--- config.mk ---
export PLATFORM = sky130hd
export DESIGN_NAME = cfl_cascade_loader
export DESIGN_NICKNAME = d
export VERILOG_FILES = /design/src/rtl/cfl_pkg.sv /design/src/rtl/cfl_sample_timer.sv /design/src/rtl/cfl_rx_shift.sv /design/src/rtl/cfl_frame_ctrl.sv /design/src/rtl/cfl_tx_shift.sv /design/src/rtl/cfl_cascade_loader.sv
export SDC_FILE = /design/constraint.sdc
export NUM_CORES = 1
export LEC_CHECK = 0
export CAP_MARGIN = 30
export CORE_MARGIN = 1
export CORE_UTILIZATION = 61
export DETAILED_ROUTE_END_ITERATION = 7
export GPL_ROUTABILITY_DRIVEN = 0
export GPL_TIMING_DRIVEN = 0
export PLACE_DENSITY_LB_ADDON = 0.12
export SKIP_CTS_REPAIR_TIMING = 1
export SLEW_MARGIN = 20
export SYNTH_ARGS = -nofsm -noshare
export SYNTH_HDL_FRONTEND = slang
export SYNTH_HIERARCHICAL = 1
export SYNTH_SLANG_ARGS = --single-unit
--- constraint.sdc ---
create_clock -name clk -period 6.01 [get_ports clk]
set_clock_uncertainty 0.1 [all_clocks]
set_input_delay 1.803 -clock clk [delete_from_list [all_inputs] [get_ports clk]]
set_output_delay 1.803 -clock clk [all_outputs]
set_load 0.01 [all_outputs]
--- src/rtl/cfl_pkg.sv ---
package cfl_pkg;
  localparam int unsigned WORD_W    = 16;
  localparam int unsigned DC_W      = 3;
  localparam int unsigned CNT_W     = DC_W + 1;
  localparam int unsigned SEL_W     = 2;
  localparam int unsigned BASE_LOG2 = 8;
  localparam int unsigned TMR_W     = BASE_LOG2 + (1 << SEL_W) - 1;
endpackage

--- src/rtl/cfl_sample_timer.sv ---
module cfl_sample_timer #(
  parameter int unsigned SEL_W     = cfl_pkg::SEL_W,
  parameter int unsigned BASE_LOG2 = cfl_pkg::BASE_LOG2,
  parameter int unsigned TMR_W     = cfl_pkg::TMR_W
) (
  input  logic             clk,
  input  logic             rst_n,
  input  logic [SEL_W-1:0] period_sel,
  output logic             tick
);
  function automatic logic [TMR_W-1:0] period_last(input logic [SEL_W-1:0] sel);
    logic [TMR_W:0] span;
    span = (TMR_W+1)'(1) << (BASE_LOG2 + int'(sel));
    return span[TMR_W-1:0] - TMR_W'(1);
  endfunction

  logic [TMR_W-1:0] cnt;
  logic [TMR_W-1:0] last_val;

  assign last_val = period_last(period_sel);
  assign tick     = (cnt >= last_val);

  always_ff @(posedge clk) begin
    if (!rst_n)    cnt <= '0;
    else if (tick) cnt <= '0;
    else           cnt <= cnt + TMR_W'(1);
  end

  // a sample event never lasts more than one cycle
  assert_tick_single_R6: assert property (@(posedge clk) disable iff (!rst_n)
    tick |=> !tick);
endmodule

--- src/rtl/cfl_rx_shift.sv ---
module cfl_rx_shift #(
  parameter int unsigned WORD_W = cfl_pkg::WORD_W
) (
  input  logic              clk,
  input  logic              rst_n,
  input  logic              sdi,
  input  logic              sdifs,
  output logic              word_done,
  output logic [WORD_W-1:0] word
);
  localparam int unsigned BC_W = $clog2(WORD_W);

  logic [WORD_W-2:0] sh;
  logic [BC_W-1:0]   bcnt;
  logic              busy;
  logic              last_bit;

  assign last_bit  = (bcnt == BC_W'(WORD_W - 1));
  assign word_done = busy && !sdifs && last_bit;
  assign word      = {sh, sdi};

  always_ff @(posedge clk) begin
    if (!rst_n) begin
      sh   <= '0;
      bcnt <= '0;
      busy <= 1'b0;
    end else if (sdifs) begin
      sh   <= (WORD_W-1)'(sdi);
      bcnt <= BC_W'(1);
      busy <= 1'b1;
    end else if (busy) begin
      sh <= {sh[WORD_W-3:0], sdi};
      if (last_bit) begin
        bcnt <= '0;
        busy <= 1'b0;
      end else begin
        bcnt <= bcnt + BC_W'(1);
      end
    end
  end

  // two completed words are at least a word time apart
  assert_word_gap_R1: assert property (@(posedge clk) disable iff (!rst_n)
    word_done |=> !word_done);
  // after a completed word the receiver waits for a new frame sync
  assert_idle_after_R1: assert property (@(posedge clk) disable iff (!rst_n)
    word_done |=> !busy || $past(sdifs));
endmodule

--- src/rtl/cfl_frame_ctrl.sv ---
module cfl_frame_ctrl #(
  parameter int unsigned DC_W  = cfl_pkg::DC_W,
  parameter int unsigned CNT_W = cfl_pkg::CNT_W
) (
  input  logic            clk,
  input  logic            rst_n,
  input  logic            tick,
  input  logic            word_done,
  input  logic [DC_W-1:0] dev_count,
  output logic            fwd,
  output logic            load_now,
  output logic            overrun
);
  function automatic logic [CNT_W-1:0] cascade_len(input logic [DC_W-1:0] dc);
    return CNT_W'(dc) + CNT_W'(1);
  endfunction

  logic [CNT_W-1:0] cnt;
  logic             full;
  logic [CNT_W-1:0] len;
  logic [CNT_W-1:0] base_cnt;
  logic             base_full;
  logic [CNT_W-1:0] next_cnt;
  logic             accept;
  logic             period_short;

  assign len          = cascade_len(dev_count);
  assign base_cnt     = tick ? '0 : cnt;
  assign base_full    = tick ? 1'b0 : full;
  assign accept       = word_done && !base_full;
  assign next_cnt     = base_cnt + CNT_W'(1);
  assign load_now     = accept && (next_cnt >= len);
  assign fwd          = accept && !load_now;
  assign period_short = tick && !full && (cnt != '0);

  always_ff @(posedge clk) begin
    if (!rst_n) begin
      cnt     <= '0;
      full    <= 1'b0;
      overrun <= 1'b0;
    end else begin
      cnt     <= accept ? next_cnt : base_cnt;
      full    <= load_now | base_full;
      overrun <= overrun | period_short;
    end
  end

  // the count never passes the longest possible cascade
  assert_cnt_limit_R2: assert property (@(posedge clk) disable iff (!rst_n)
    cnt <= CNT_W'(1 << DC_W));
  // a filled period neither forwards nor loads
  assert_full_blocks_R5: assert property (@(posedge clk) disable iff (!rst_n)
    (full && !tick) |-> !fwd && !load_now);
  // a sample event with no completing word leaves a cleared count
  assert_tick_clears_R7: assert property (@(posedge clk) disable iff (!rst_n)
    (tick && !word_done) |=> (cnt == '0) && !full);
  // overrun is sticky
  assert_overrun_sticky_R8: assert property (@(posedge clk) disable iff (!rst_n)
    overrun |=> overrun);
endmodule

--- src/rtl/cfl_tx_shift.sv ---
module cfl_tx_shift #(
  parameter int unsigned WORD_W = cfl_pkg::WORD_W
) (
  input  logic              clk,
  input  logic              rst_n,
  input  logic              fwd,
  input  logic [WORD_W-1:0] word,
  output logic              sdo,
  output logic              sdofs
);
  localparam int unsigned LEFT_W = $clog2(WORD_W) + 1;

  logic [WORD_W-1:0] sh;
  logic [LEFT_W-1:0] left;
  logic              fs;

  assign sdo   = (left != '0) && sh[WORD_W-1];
  assign sdofs = fs;

  always_ff @(posedge clk) begin
    if (!rst_n) begin
      sh   <= '0;
      left <= '0;
      fs   <= 1'b0;
    end else if (fwd) begin
      sh   <= word;
      left <= LEFT_W'(WORD_W);
      fs   <= 1'b1;
    end else begin
      fs <= 1'b0;
      if (left != '0) begin
        sh   <= {sh[WORD_W-2:0], 1'b0};
        left <= left - LEFT_W'(1);
      end
    end
  end

  // a forward request never cuts off a word still being sent
  assert_no_clobber_R4: assert property (@(posedge clk) disable iff (!rst_n)
    fwd |-> left <= LEFT_W'(1));
  // the output frame sync lasts one cycle
  assert_fs_single_R4: assert property (@(posedge clk) disable iff (!rst_n)
    sdofs |=> !sdofs);
endmodule

--- src/rtl/cfl_cascade_loader.sv ---
module cfl_cascade_loader #(
  parameter int unsigned WORD_W    = cfl_pkg::WORD_W,
  parameter int unsigned DC_W      = cfl_pkg::DC_W,
  parameter int unsigned SEL_W     = cfl_pkg::SEL_W,
  parameter int unsigned BASE_LOG2 = cfl_pkg::BASE_LOG2
) (
  input  logic              clk,
  input  logic              rst_n,
  input  logic [SEL_W-1:0]  period_sel,
  input  logic [DC_W-1:0]   dev_count,
  input  logic              sdi,
  input  logic              sdifs,
  output logic              sdo,
  output logic              sdofs,
  output logic              smp_tick,
  output logic [WORD_W-1:0] dac_word,
  output logic              dac_load,
  output logic              overrun
);
  localparam int unsigned CNT_W = DC_W + 1;
  localparam int unsigned TMR_W = BASE_LOG2 + (1 << SEL_W) - 1;

  logic              word_done;
  logic [WORD_W-1:0] rx_word;
  logic              fwd;
  logic              load_now;
  logic [WORD_W-1:0] dac_q;
  logic              load_q;

  cfl_sample_timer #(.SEL_W(SEL_W), .BASE_LOG2(BASE_LOG2), .TMR_W(TMR_W)) u_timer (
    .clk(clk), .rst_n(rst_n), .period_sel(period_sel), .tick(smp_tick));

  cfl_rx_shift #(.WORD_W(WORD_W)) u_rx (
    .clk(clk), .rst_n(rst_n), .sdi(sdi), .sdifs(sdifs),
    .word_done(word_done), .word(rx_word));

  cfl_frame_ctrl #(.DC_W(DC_W), .CNT_W(CNT_W)) u_ctrl (
    .clk(clk), .rst_n(rst_n), .tick(smp_tick), .word_done(word_done),
    .dev_count(dev_count), .fwd(fwd), .load_now(load_now), .overrun(overrun));

  cfl_tx_shift #(.WORD_W(WORD_W)) u_tx (
    .clk(clk), .rst_n(rst_n), .fwd(fwd), .word(rx_word), .sdo(sdo), .sdofs(sdofs));

  always_ff @(posedge clk) begin
    if (!rst_n) begin
      dac_q  <= '0;
      load_q <= 1'b0;
    end else begin
      load_q <= load_now;
      if (load_now) dac_q <= rx_word;
    end
  end

  assign dac_word = dac_q;
  assign dac_load = load_q;

  // the DAC register moves only together with the load strobe
  assert_dac_hold_R3: assert property (@(posedge clk) disable iff (!rst_n)
    !$stable(dac_word) |-> dac_load);
  // the load strobe is one cycle wide
  assert_load_pulse_R3: assert property (@(posedge clk) disable iff (!rst_n)
    dac_load |=> !dac_load);
  // a word is either forwarded or loaded, never both
  assert_fwd_xor_load_R4: assert property (@(posedge clk) disable iff (!rst_n)
    !(fwd && load_now));
endmodule

### Word-level counts from Yosys, hierarchy flattened

Cells that the tools add are included.

* register bits: 76
* output and inout bits: 21
* word-level logic and storage cells: 64

* reduce and logical (&&, ||, !) cells: 19
* equality and inequality tests: 1
* $add $sub $neg: 7
* bitwise operators: 3
* shift-type cells: 1
* $lt $le $gt $ge: 2
* multiplexer cells: 16

Operators by type and width (number)
* $mux 16: 2
* $shl 1x32->11 const A: 1
* $mux 4: 3
* $add 11x1->11 const B: 1
* $ge 11x11->1: 1
* $sub 11x1->11 const B: 1
* $mux 5: 2
* $mux 1: 9
* $add 4x1->4 const B: 2
* $logic_and 1x1->1: 8
* $reduce_or 2->1: 3
* $add 4x2->5 const A: 1
* $reduce_bool 5->1: 1
* $sub 5x1->5 const B: 1
* $add 3x1->4 const B: 1
* $eq 4x4->1 const B: 1
* $ge 4x4->1: 1
* $logic_not 1->1: 4
* $reduce_bool 2->1: 2
* $reduce_bool 4->1: 1
* $or 1x1->1: 2
* $not 1->1: 1

### Logic depth before layout (Yosys ltp)

Gate-level depths: netlist of run 1.

* word-level depth: 11
* gate-level depth with buffers: 14
* depth with buffers taken out: 13

### By module

Netlist of run 1, hierarchy kept.

By module, submodules not included
* cfl_tx_shift: times used 1, seq. area each 440.4 um2, area each 944.7 um2, cells an instance 97
* cfl_rx_shift: times used 1, seq. area each 400.4 um2, area each 763.2 um2, cells an instance 79
* cfl_cascade_loader: times used 1, seq. area each 340.3 um2, area each 643.1 um2, cells an instance 53
* cfl_sample_timer: times used 1, seq. area each 220.2 um2, area each 551.8 um2, cells an instance 62
* cfl_frame_ctrl: times used 1, seq. area each 120.1 um2, area each 454.2 um2, cells an instance 55

### Worst setup path after synthesis of run 1

Ideal clock, no wire load.

* path kind: input -> output
* start point: input port period_sel[1]
* end point: output port smp_tick
* data arrival time: 2904 ps
* stages: 5
* required time: 4107 ps
* path buffers: 0
* path slack: 1203 ps
* path through: nand2_1 -> ha_1 -> nand4_1 -> or4_4 -> nand2_1

* longest elaborated chain between the ends: 4

RTL lines
* start, declared: line cfl_cascade_loader.sv:9 `input logic [SEL_W-1:0] period_sel,`
* $add 4x2->5: line cfl_sample_timer.sv:13 `span = (TMR_W+1)'(1) << (BASE_LOG2 + int'(sel));`
* $shl 1x32->11: line cfl_sample_timer.sv:13
* $sub 11x1->11: line cfl_sample_timer.sv:14 `return span[TMR_W-1:0] - TMR_W'(1);`
* $ge 11x11->1: line cfl_sample_timer.sv:21 `assign tick = (cnt >= last_val);`
* end, declared: line cfl_cascade_loader.sv:15 `output logic smp_tick,`

Every way passes these cells.

### Worst setup path after layout of run 1

Same ends and word-level chain as after synthesis.

==> results.toml, run 1 <==
[run_status]
status = "completed"

[synth]
synth_fp_nets = 365
ys.warnings.count = 6
syn_avg_cell_area_um2 = 9.702
synth_top_flop_cell = "dfxtp_1"
yosysUniqueCellTypes = 49
synth_area_leaders = "dfxtp_1 (45%), mux2i_1 (14%), nor2_1 (4.4%)"
ys_seq_elements = 76
yosysSeqAreaShare = 0.4532
yosysTopAreaCellShare = 0.4532
synth_edf_count = 0
synthArstFlopShare = 0
netlist_area_um2 = 3357
yosysTopAreaCell = "dfxtp_1"
syn_inst = 346

[power_and_ir_drop]
p_leak_nw = 1.454
totalPowerFinal_mw = 1.097
vdd_ir_drop_max_uv = 279.8
p_per_area_nw_per_um2 = 279.0

[routing]
wl_per_cell_um = 13.78
drt_iter0_drc = 77
vias = 2479
first_pass_iters = 4
avgViaCountPerCell = 5.377
wl_um = 6351
drc = 0
ant_nets = 0

[critical_path]
cp_slowest_cell = "clkdlybuf4s50_1"
crit_family = "buffers and inverters"
critical_path_required_ns = 4.11
path_class = "primary input to output pin"
cp_common_cell = "clkdlybuf4s50_1"
critPathMaxFanout = 10
path_cells = "clkdlybuf4s50_1 -> nand2_1 -> ha_1 -> nand4_1 -> or4_4 -> nand2_4 -> clkdlybuf4s50_1"
r2r-start = "u_timer/cnt[0]$_SDFF_PP0_"
max_stage_delay_ns = 0.54
startpoint = "period_sel[1]"
arrival_ns = 3.97
path_buf_inv = 2
cp-end-kind = "output pin"
startpoint_type = "primary input"

[die]
fp.dieH_um = 76.19
rows = 26
dieArea_um2 = 5804
die_width_um = 76.19
start_util = 0.6450
core-area_um2 = 5205
io_pins = 30

[layout]
final_core_util = 0.7558
diodes = 0
fin_area_um2 = 3934
syn_to_final_growth_pct = 17.18
layout-drive-gt1-share = 0.1023
layout.nets = 406
layout.cells.non_filler = 461

[sta]
setup_viol = 0
rsz0062_at_grt = "false"
hold_violations = 0
worstMarginPinSlew_ns = 0.4825
fmax_mhz = 170.3
fin_tns_setup_ns = 0
whs_ns = 0.3705
period_needed_ns = 5.871
fin_crit_sh = 0.9769
drv_slew = 0
slew_headroom = 0.6784
fin_ws_ns = 0.1389

[clock_network]
cts_made_buffers = 9
root_buffer = "clkbuf_8"
clk_pin_slew_ns = 0.07
clk_latency_ns = 0.35
htreeDepth = 3
cts_buffer_depth = 2
cts_tree = "built"
cts_sinks = 76

[job]
cap_violations = 0

[global_route]
grt_pass1_wl_um = 10580
globalRouteTotalUtil = 0.2300
grt_pass1_vias = 2359
grt-ovfl-total = 0
antenna_found_initial = 0
grt_max_degree = 28

[min_path]
hold_path_startpoint = "u_ctrl/overrun$_SDFF_PN0_"
hold_class = "flop to flop"

[place]
io_buffer_count = 29
placed_cells = 445
place_area_um2 = 3735
pre_cts_ws_ns = 0.01308
hpwl_um = 4316
## per-layer routing
layer  track usage  wire, um  up-vias  part of all wire
met3       0.07784       284        7             0.045
met1        0.2853      3020     1152              0.48
met5             0         0        -                 0
met2        0.3700      2976       46              0.47
met4       0.08654        69        0             0.011
li1              -         -     1274                 -
## cell usage after synthesis, types with 3 or more instances
cell / n
buf_6: 3
nand2_1: 13
nor2b_1: 20
xor2_1: 5
o21ai_0: 18
ha_1: 10
dfxtp_1: 76
or3_1: 3
mux2i_1: 46
a211oi_1: 3
nand3_1: 8
nor3_1: 4
buf_2: 5
nor2_1: 39
a21oi_1: 23
xnor2_1: 12
nand2b_1: 4
clkbuf_1: 5
inv_1: 13
## logic make-up (layout without fill, tap and decap cells)
logic type	after synthesis	after routing	share of synthesized area
xor gates and xnor gates	17	17	0.04435
muxes	46	46	0.1372
AOI/OAI and AO/OA	60	60	0.1051
DFF	76	76	0.4532
adders and majority gates	10	10	0.03727
and+or+nand+nor	108	108	0.1756
buffers and inverters	29	74	0.04733
## power breakdown
group	switching, mW	leakage [nW]	internal (mW)
Combinational	0.101	0.752	0.111
Clock	0.180	0.0872	0.169
Sequential	0.0173	0.614	0.520
Total	0.298	1.45	0.799
## registers in the layout (all words and copies together), names as in the netlist, 4 cells and up
name / count
dac_word: 16
u_tx/sh: 16
u_rx/sh: 15
u_timer/cnt: 11
u_tx/left: 5
u_ctrl/cnt: 4
u_rx/bcnt: 4
## layout make-up
class / count / area [um^2]
multi-input combinational: 241 / 1684
buffer: 16 / 110.1
inverter: 13 / 48.80
sequential: 76 / 1521
clock inverter: 4 / 25.02
timing repair buffer: 30 / 305.3
clock buffer: 11 / 151.4
tap: 70 / 87.58
fill: 398 / 1271
## layout by cell type, fill, tap and decap left out, drive strengths merged, types with 4 or more instances in the layout
cell type	synthesis	layout
buf	10	11
nor3	4	4
a21oi	24	24
nor2	39	39
o21ai	20	20
nand3	9	9
dfxtp	76	76
xnor2	12	12
xor2	5	5
inv	13	13
nand2b	4	4
mux2i	46	46
clkbuf	6	17
ha	10	10
clkdlybuf4s50	0	29
nand2	13	13
a211oi	4	4
nor2b	20	20
## path summary, 6_finish.rpt
check	to	slack (ns)	cells past startpoint
max reg2reg	u_tx/sh[9]$_SDFFE_PN0P_	2.54	13
min	u_ctrl/overrun$_SDFF_PN0_	0.37	1
min reg2reg	u_ctrl/overrun$_SDFF_PN0_	0.37	1
max	smp_tick	0.14	7
(Power assumes the default switching activity.)
==> inputs of run 2 (changes only) <==
--- a/config.mk
+++ b/config.mk
@@ -6,7 +6,6 @@
 export NUM_CORES = 1
 export LEC_CHECK = 0
 export CAP_MARGIN = 30
-export CORE_MARGIN = 1
 export CORE_UTILIZATION = 61
 export DETAILED_ROUTE_END_ITERATION = 7
 export GPL_ROUTABILITY_DRIVEN = 0
==> results of run 2 <==
The final DEF is identical to that of run 1; final timing and power are the same.
